$ cat config.mk
export PLATFORM = sky130hd
export DESIGN_NAME = ocp_ramp_sh
export DESIGN_NICKNAME = d
export VERILOG_FILES = /design/src/rtl/ocp_sh_pkg.sv /design/src/rtl/ocp_sh_ctrl.sv /design/src/rtl/ocp_sh_counter.sv /design/src/rtl/ocp_sh_hold.sv /design/src/rtl/ocp_ramp_sh.sv
export SDC_FILE = /design/constraint.sdc
export NUM_CORES = 1
export LEC_CHECK = 0
export ABC_AREA = 1
export BUFFER_PORTS_ARGS = -buffer_cell sky130_fd_sc_hd__buf_2
export CAP_MARGIN = 0
export CORE_UTILIZATION = 45
export CTS_BUF_LIST = sky130_fd_sc_hd__clkbuf_4
export DETAILED_ROUTE_END_ITERATION = 8
export PLACE_DENSITY = 0.78
export SKIP_CTS_REPAIR_TIMING = 1
export SYNTH_ARGS = -nofsm -noshare
export SYNTH_HDL_FRONTEND = slang
export SYNTH_SLANG_ARGS = --single-unit
$ cat constraint.sdc
create_clock -name clk -period 1.9 [get_ports clk]
set_clock_uncertainty 0.2 [all_clocks]
set_input_delay 0.19 -clock clk [delete_from_list [all_inputs] [get_ports clk]]
set_output_delay 0.19 -clock clk [all_outputs]
set_load 0.01 [all_outputs]
$ cat src/rtl/ocp_sh_pkg.sv
package ocp_sh_pkg;
  typedef enum logic [1:0] {
    SH_IDLE   = 2'd0,
    SH_SAMPLE = 2'd1,
    SH_HOLD   = 2'd2
  } sh_state_e;

  // Full scale of a code of the given width.
  function automatic int unsigned code_top(int unsigned w);
    return (32'd1 << w) - 32'd1;
  endfunction

  // Whether a ramp tick ends the search.
  function automatic logic tick_stops(logic cmp, logic at_top);
    return cmp | at_top;
  endfunction
endpackage

$ cat src/rtl/ocp_sh_ctrl.sv
module ocp_sh_ctrl
  import ocp_sh_pkg::*;
(
  input  logic clk,
  input  logic rst_n,
  input  logic por_ok,
  input  logic start,
  input  logic step_tick,
  input  logic cmp_hi,
  input  logic at_top,
  output logic clr_cnt,
  output logic inc_cnt,
  output logic load_hold,
  output logic clr_hold,
  output logic sampling
);
  sh_state_e st_q, st_d;
  logic      stop_now;

  assign sampling  = (st_q == SH_SAMPLE);
  assign stop_now  = tick_stops(cmp_hi, at_top);
  assign clr_cnt   = !por_ok || (st_q == SH_IDLE);
  assign inc_cnt   = por_ok && sampling && step_tick && !stop_now;
  assign load_hold = por_ok && sampling && step_tick && stop_now;
  assign clr_hold  = !por_ok;

  always_comb begin
    st_d = st_q;
    if (!por_ok) begin
      st_d = SH_IDLE;
    end else begin
      unique case (st_q)
        SH_IDLE:   if (start) st_d = SH_SAMPLE;
        SH_SAMPLE: if (load_hold) st_d = SH_HOLD;
        SH_HOLD:   st_d = SH_HOLD;
        default:   st_d = SH_IDLE;
      endcase
    end
  end

  always_ff @(posedge clk or negedge rst_n) begin
    if (!rst_n) st_q <= SH_IDLE;
    else        st_q <= st_d;
  end
endmodule

$ cat src/rtl/ocp_sh_counter.sv
module ocp_sh_counter #(
  parameter int unsigned CODE_W = 6
) (
  input  logic              clk,
  input  logic              rst_n,
  input  logic              clr,
  input  logic              inc,
  output logic [CODE_W-1:0] cnt,
  output logic              at_top
);
  localparam logic [CODE_W-1:0] TOP = {CODE_W{1'b1}};

  assign at_top = (cnt == TOP);

  always_ff @(posedge clk or negedge rst_n) begin
    if (!rst_n)              cnt <= '0;
    else if (clr)            cnt <= '0;
    else if (inc && !at_top) cnt <= cnt + 1'b1;
  end
endmodule

$ cat src/rtl/ocp_sh_hold.sv
module ocp_sh_hold #(
  parameter int unsigned CODE_W = 6
) (
  input  logic              clk,
  input  logic              rst_n,
  input  logic              clr,
  input  logic              load,
  input  logic [CODE_W-1:0] d,
  output logic [CODE_W-1:0] q,
  output logic              valid
);
  always_ff @(posedge clk or negedge rst_n) begin
    if (!rst_n) begin
      q     <= '0;
      valid <= 1'b0;
    end else if (clr) begin
      q     <= '0;
      valid <= 1'b0;
    end else if (load) begin
      q     <= d;
      valid <= 1'b1;
    end
  end
endmodule

$ cat src/rtl/ocp_ramp_sh.sv
module ocp_ramp_sh
  import ocp_sh_pkg::*;
#(
  parameter int unsigned CODE_W = 6
) (
  input  logic              clk,
  input  logic              rst_n,
  input  logic              por_ok,
  input  logic              start,
  input  logic              step_tick,
  input  logic              cmp_hi,
  output logic [CODE_W-1:0] dac_code,
  output logic [CODE_W-1:0] held_code,
  output logic              done
);
  localparam logic [CODE_W-1:0] CODE_TOP = CODE_W'(code_top(CODE_W));

  logic clr_cnt, inc_cnt, load_hold, clr_hold, sampling, at_top;

  // Named events for the assertions.
  logic step_evt, trip_evt, top_evt;
  assign step_evt = inc_cnt;
  assign trip_evt = load_hold && cmp_hi;
  assign top_evt  = load_hold && !cmp_hi;

  ocp_sh_ctrl u_ctrl (
    .clk(clk), .rst_n(rst_n), .por_ok(por_ok), .start(start),
    .step_tick(step_tick), .cmp_hi(cmp_hi), .at_top(at_top),
    .clr_cnt(clr_cnt), .inc_cnt(inc_cnt), .load_hold(load_hold),
    .clr_hold(clr_hold), .sampling(sampling)
  );

  ocp_sh_counter #(.CODE_W(CODE_W)) u_cnt (
    .clk(clk), .rst_n(rst_n), .clr(clr_cnt), .inc(inc_cnt),
    .cnt(dac_code), .at_top(at_top)
  );

  ocp_sh_hold #(.CODE_W(CODE_W)) u_hold (
    .clk(clk), .rst_n(rst_n), .clr(clr_hold), .load(load_hold),
    .d(dac_code), .q(held_code), .valid(done)
  );

  AST_POR_CLEAR: assert property (@(posedge clk) disable iff (!rst_n)
    !por_ok |=> (!done && held_code == '0 && dac_code == '0));

  AST_STEP_INC: assert property (@(posedge clk) disable iff (!rst_n || !por_ok)
    step_evt |=> (dac_code == $past(dac_code) + 1'b1));

  AST_NO_TICK_STILL: assert property (@(posedge clk) disable iff (!rst_n || !por_ok)
    (sampling && !step_tick) |=> $stable(dac_code));

  AST_TRIP_LATCH: assert property (@(posedge clk) disable iff (!rst_n || !por_ok)
    trip_evt |=> (done && held_code == $past(dac_code)));

  AST_TOP_LATCH: assert property (@(posedge clk) disable iff (!rst_n || !por_ok)
    top_evt |=> (done && held_code == CODE_TOP));

  AST_HOLD_STABLE: assert property (@(posedge clk) disable iff (!rst_n || !por_ok)
    done |=> (done && $stable(held_code) && $stable(dac_code)));

  AST_NO_SAMPLE_WHEN_DONE: assert property (@(posedge clk) disable iff (!rst_n)
    !(sampling && done));
endmodule

# After elaboration in Yosys (flattened, before gate mapping)
# Index checks and enable logic that the tools add are counted.
[totals] reg_bits=15 output_inout_bits=13 word_cells=34
[classes] n_addsub=1 eq_ne=6 muxes=10 bitwise=1 reduce_logical=12
[op_table] operator="6-bit two-way mux" count=4
[op_table] operator="6-bit by 1-bit adder with 6-bit output (second input constant)" count=1
[op_table] operator="6-bit equality test (second input constant)" count=1
[op_table] operator="2-bit two-way mux" count=3
[op_table] operator="3-bit inequality test (second input constant)" count=2
[op_table] operator="2-bit one-hot mux with 3 select lines" count=1
[op_table] operator="1-bit logical AND" count=5
[op_table] operator="1-bit logical NOT" count=3
[op_table] operator="2-bit by 1-bit equality test with 1-bit output (second input constant)" count=1
[op_table] operator="2-bit equality test (second input constant)" count=1
[op_table] operator="2-bit logical NOT" count=1
[op_table] operator="1-bit two-way mux" count=2
[op_table] operator="2-bit by 1-bit inequality test with 1-bit output (second input constant)" count=1
[op_table] operator="2-bit AND reduction" count=1
[op_table] operator="2-bit nonzero test" count=1
[op_table] operator="1-bit logical OR" count=1
[op_table] operator="1-bit bitwise OR" count=1

# Depth between registers and ports, before layout
[depth] ltp_word=7 ltp_mapped=9 depth_no_buf=9

# Modules after synthesis
# From an unflattened synthesis, not the netlist that was laid out.
[unflattened] hier_cells=112 hier_area_um2=890.9
[modules_own_cells] module="ocp_sh_counter" instances=1 cells_per_inst=53 area_per_inst_um2=399.1 seq_area_each_um2=150.1
[modules_own_cells] module="ocp_sh_hold" instances=1 cells_per_inst=30 area_per_inst_um2=284.0 seq_area_each_um2=175.2
[modules_own_cells] module="ocp_sh_ctrl" instances=1 cells_per_inst=29 area_per_inst_um2=207.7 seq_area_each_um2=50.0

# Least setup slack after synthesis
# OpenSTA, ideal clock, no wires.
[synth_path] path_type="reg-to-reg" start="register u_cnt.cnt[1]" end="register u_hold.q[2]" t_arrival_ns=1.239 required_ns=1.582 setup_slack_ns=0.342 stages_incl_launch_ff=8 period_less_slack_ns=1.558 path_cell_list="dfrtp_1 > ha_1 > nand3_2 > o21bai_4 > nand2_4 > buf_6 > nand3_2 > o21ai_2"
[synth_via] elab_chain_cells=4
[synth_rtl] element="start, declared" line_no="ocp_sh_counter.sv:8" text="output logic [CODE_W-1:0] cnt,"
[synth_rtl] element="start signal, assigned" line_no="ocp_sh_counter.sv:18" text="else if (inc && !at_top) cnt <= cnt + 1'b1;"
[synth_rtl] element="6-bit equality test" line_no="ocp_sh_counter.sv:13" text="assign at_top = (cnt == TOP);"
[synth_rtl] element="1-bit bitwise OR" line_no="ocp_sh_pkg.sv:15" text="return cmp | at_top;"
[synth_rtl] element="1-bit logical AND" line_no="ocp_sh_ctrl.sv:24" text="assign load_hold = por_ok && sampling && step_tick && stop_now;"
[synth_rtl] element="2-bit by 1-bit inequality test with 1-bit output (no source line)"
[synth_rtl] element="end signal, assigned" line_no="ocp_sh_hold.sv:14" text="q <= '0;"
[synth_rtl] element="end signal, assigned" line_no="ocp_sh_hold.sv:17" text="q <= '0;"
[synth_rtl] element="end signal, assigned" line_no="ocp_sh_hold.sv:20" text="q <= d;"
[synth_rtl] element="end, declared" line_no="ocp_sh_hold.sv:9" text="output logic [CODE_W-1:0] q,"
# No other way between the ends.
# A chain may end at the register's enable or synchronous reset.

# Final worst setup path
[layout_path] start="register u_cnt.cnt[0]" end="register u_ctrl.st_q[1]"
[layout_via] elab_chain_cells=5
[layout_rtl] element="6-bit equality test" line_no="ocp_sh_counter.sv:13"
[layout_rtl] element="1-bit bitwise OR" line_no="ocp_sh_pkg.sv:15"
[layout_rtl] element="1-bit logical AND" line_no="ocp_sh_ctrl.sv:24"
[layout_rtl] element="3-bit inequality test (no source line)"
[layout_rtl] element="2-bit AND reduction (no source line)"
[layout_rtl] element="end signal, assigned" line_no="ocp_sh_ctrl.sv:43" text="else st_q <= st_d;"
[layout_rtl] element="end, declared" line_no="ocp_sh_ctrl.sv:17" text="sh_state_e st_q, st_d;"
# No other way between the ends.

==> qor.txt <==
Htree depth: 1
Critical path buffer and inverter count: 0
Final critical-path required period: 1.69 ns
Mapped Cells: 99
P per Cell Area: 798 nW/um2
I/O pins: 19
Die height: 47.0 um
Overflow after GRT: 0
Place WS: 0.244 ns
Sequential share of the synthesized area: 41.2%
Worst setup path category: flip-flop to flip-flop
Distinct cells, synth: 21
Die Width: 47.0 um
Crit path DAT: 1.66 ns
Die Area: 2210 um2
FF+latch count, synth: 15
Largest area contributor in the netlist: dfrtp_1
Final setup margin: 0.207 ns
Post-route ant nets: 0
RSZ-0062 raised after global routing: no
Run status: finished, final reports clean
Synthesized cell area: 911 um2
CTS max path bufs: 2
Slew Limit Headroom: 77.9%
DR vias: 682
First-pass GRT wire length: 2680 um
Mapped Avg Cell Area: 9.20 um2
Pin count of the biggest net entering global routing: 16
Root Buffer: clkbuf_4
Iter 0 DRT Violations: 11
Worst skew pair latency: 0.27 ns
Count of final setup violators: 0
Vias in the first global route: 642
Share of layout cells above drive strength 1: 37.2%
Clk pin slew, worst setup/hold paths: 0.08 ns
Ys Warns: 0
Leakage Power: 0.571 nW
TritonRoute pass-1 iters: 2
Initial core utilization: 50.6%
Crit-path cells: ha_1 > nand3_2 > o21bai_4 > nand2_4 > nand2_2 > nand2_1 > nand2_1 > nand2_1
GP Congestion: 0.799
Main area contributors after synthesis: dfrtp_1 (41%), nand2_1 (9.5%), nand3_1 (6.6%)
Critical path launch point type: flip-flop
FMAX: 591 MHz
Worst-margin pin slew: 0.331 ns
N_diodes: 0
VDD IR max: 0.356 mV
Crit path max-delay cell type: dfrtp_1
Core area: 1800 um2
Overall power: 844 uW
Setup TNS Final: 0 ns
Final net count: 132
Cts bufs inserted: 3
Post-DP Area: 1020 um2
HPWL after detailed placement: 1250 um
Initial antenna violation count: 0
DRC violations left: 0
CTS tree: done
Crit path largest cell delay: 0.43 ns
Share of the synthesized area in the top cell type: 41.2%
EDFF count, synth: 0
Syn Nets: 109
Routed WL per cell: 10.6 um
IO Port Bufs: 18
Delay-heaviest family, CP: simple AND/OR/NAND/NOR gates
Critical-path maximum fanout: 13
Clock tree sinks: 15
Gr usage total: 17.6%
Hold WC Path Type: primary input to flip-flop
Commonest register cell after synthesis: dfrtp_1
Max-slew violation count: 0
Final Instance Area: 1060 um2
Std-Cell Rows: 15
Vias/cell: 4.67
Final hold vios: 0
Post-route clock period utilization: 89.1%
CP most frequent cell: nand2_1
Async SR Flop Fraction: 100%
CP Capture Type: flip-flop
Required time of the critical path: 1.87 ns
Detailed Route WL: 1550 um
# Max-Cap Violations: 0
Area Overhead vs Synth: 16.1%
-- path summary, 6_finish.rpt --
check                      depth (start not counted)                       start                          to  slack [ns]
setup reg to reg                                   8    u_cnt.cnt[0]$_DFFE_PN0P_  u_ctrl.st_q[1]$_DFFE_PN0P_        0.21
hold reg to reg                                    2  u_ctrl.st_q[1]$_DFFE_PN0P_  u_ctrl.st_q[1]$_DFFE_PN0P_        0.29
hold / removal                                     4                      cmp_hi    u_cnt.cnt[1]$_DFFE_PN0P_        0.06
setup / recovery                                   8    u_cnt.cnt[0]$_DFFE_PN0P_  u_ctrl.st_q[1]$_DFFE_PN0P_        0.21
max in group asynchronous                          2                       rst_n    u_cnt.cnt[1]$_DFFE_PN0P_        1.11
min in group asynchronous                          2                       rst_n    u_hold.valid$_DFFE_PN0P_        0.14
-- cell usage after synthesis (2+ instances only) --
master / n
a21oi_1: 2
buf_6: 2
dfrtp_1: 15
ha_1: 4
inv_1: 11
inv_4: 2
nand2_1: 23
nand2_4: 3
nand3_1: 12
nand3_2: 5
nor2_1: 5
o21ai_2: 6
-- sequential cells by signal (all words and copies together), names as in the netlist --
register / flops
u_cnt.cnt: 6
u_hold.q: 6
u_ctrl.st_q: 2
u_hold.valid: 1
-- final cells by class --
type / instances / area (um2)
inverter: 13 / 53.8
multi-input combinational: 69 / 459
clock buffer: 4 / 30.0
fill: 162 / 744
tap: 25 / 31.3
timing repair buffer: 20 / 108
sequential: 15 / 375
-- cell usage in the layout (no fill, tap or decap) --
master	instances
nor2_4	1
inv_4	2
ha_1	4
dfrtp_1	15
nand3_1	12
nor2_2	1
nand3_2	5
nand2_2	1
buf_2	18
nand2_4	3
a21oi_1	2
nor2_1	5
o21ai_2	6
inv_1	11
nand2_1	23
clkbuf_4	4
nor2_8	1
xor2_1	1
xnor2_1	1
o21ai_1	1
nor3b_2	1
o21bai_4	1
buf_4	1
dlygate4sd3_1	1
-- worst reg2reg max path, stage by stage, from the launching register on --
cell and delay [ns]:
dfrtp_1 0.43, ha_1 0.23, nand3_2 0.14, o21bai_4 0.17
nand2_4 0.15, nand2_2 0.11, nand2_1 0.07, nand2_1 0.06
nand2_1 0.05
-- cells by family (layout without fill, tap and decap cells) --
group                      after synthesis  in the layout  synth area share [%]
AOI/OAI and AO/OA                       10             10                  9.48
and+or+nand+nor                         53             53                  33.5
xor gates and xnor gates                 2              2                  1.92
DFF                                     15             15                  41.2
buffers and inverters                   15             37                  8.38
adders and majority gates                4              4                  5.49
-- stage by stage --
step	hold slack [ns]	cells	utilization, %
floorplan	-0.306	99	-
global placement	-0.0914	141	56.5
detailed placement	-0.0918	141	56.5
CTS	-0.397	145	58.1
global route	0.0554	146	58.7
finish	0.0614	146	58.7
-- power breakdown --
part           total, mW  switching, mW  internal [mW]
sequential         0.381         0.0316          0.350
combinational      0.275          0.175         0.0995
clock              0.188         0.0925         0.0955
total              0.844          0.299          0.545
-- metal layers --
metal	vias to the layer above	wire (um)	GRT usage (%)
li1	359	-	-
met1	312	739	22.4
met2	9	757	28.6
met3	2	34	3.46
met4	0	14	8.57
met5	-	0	0
Note: power is estimated with default switching activity, not from simulation.
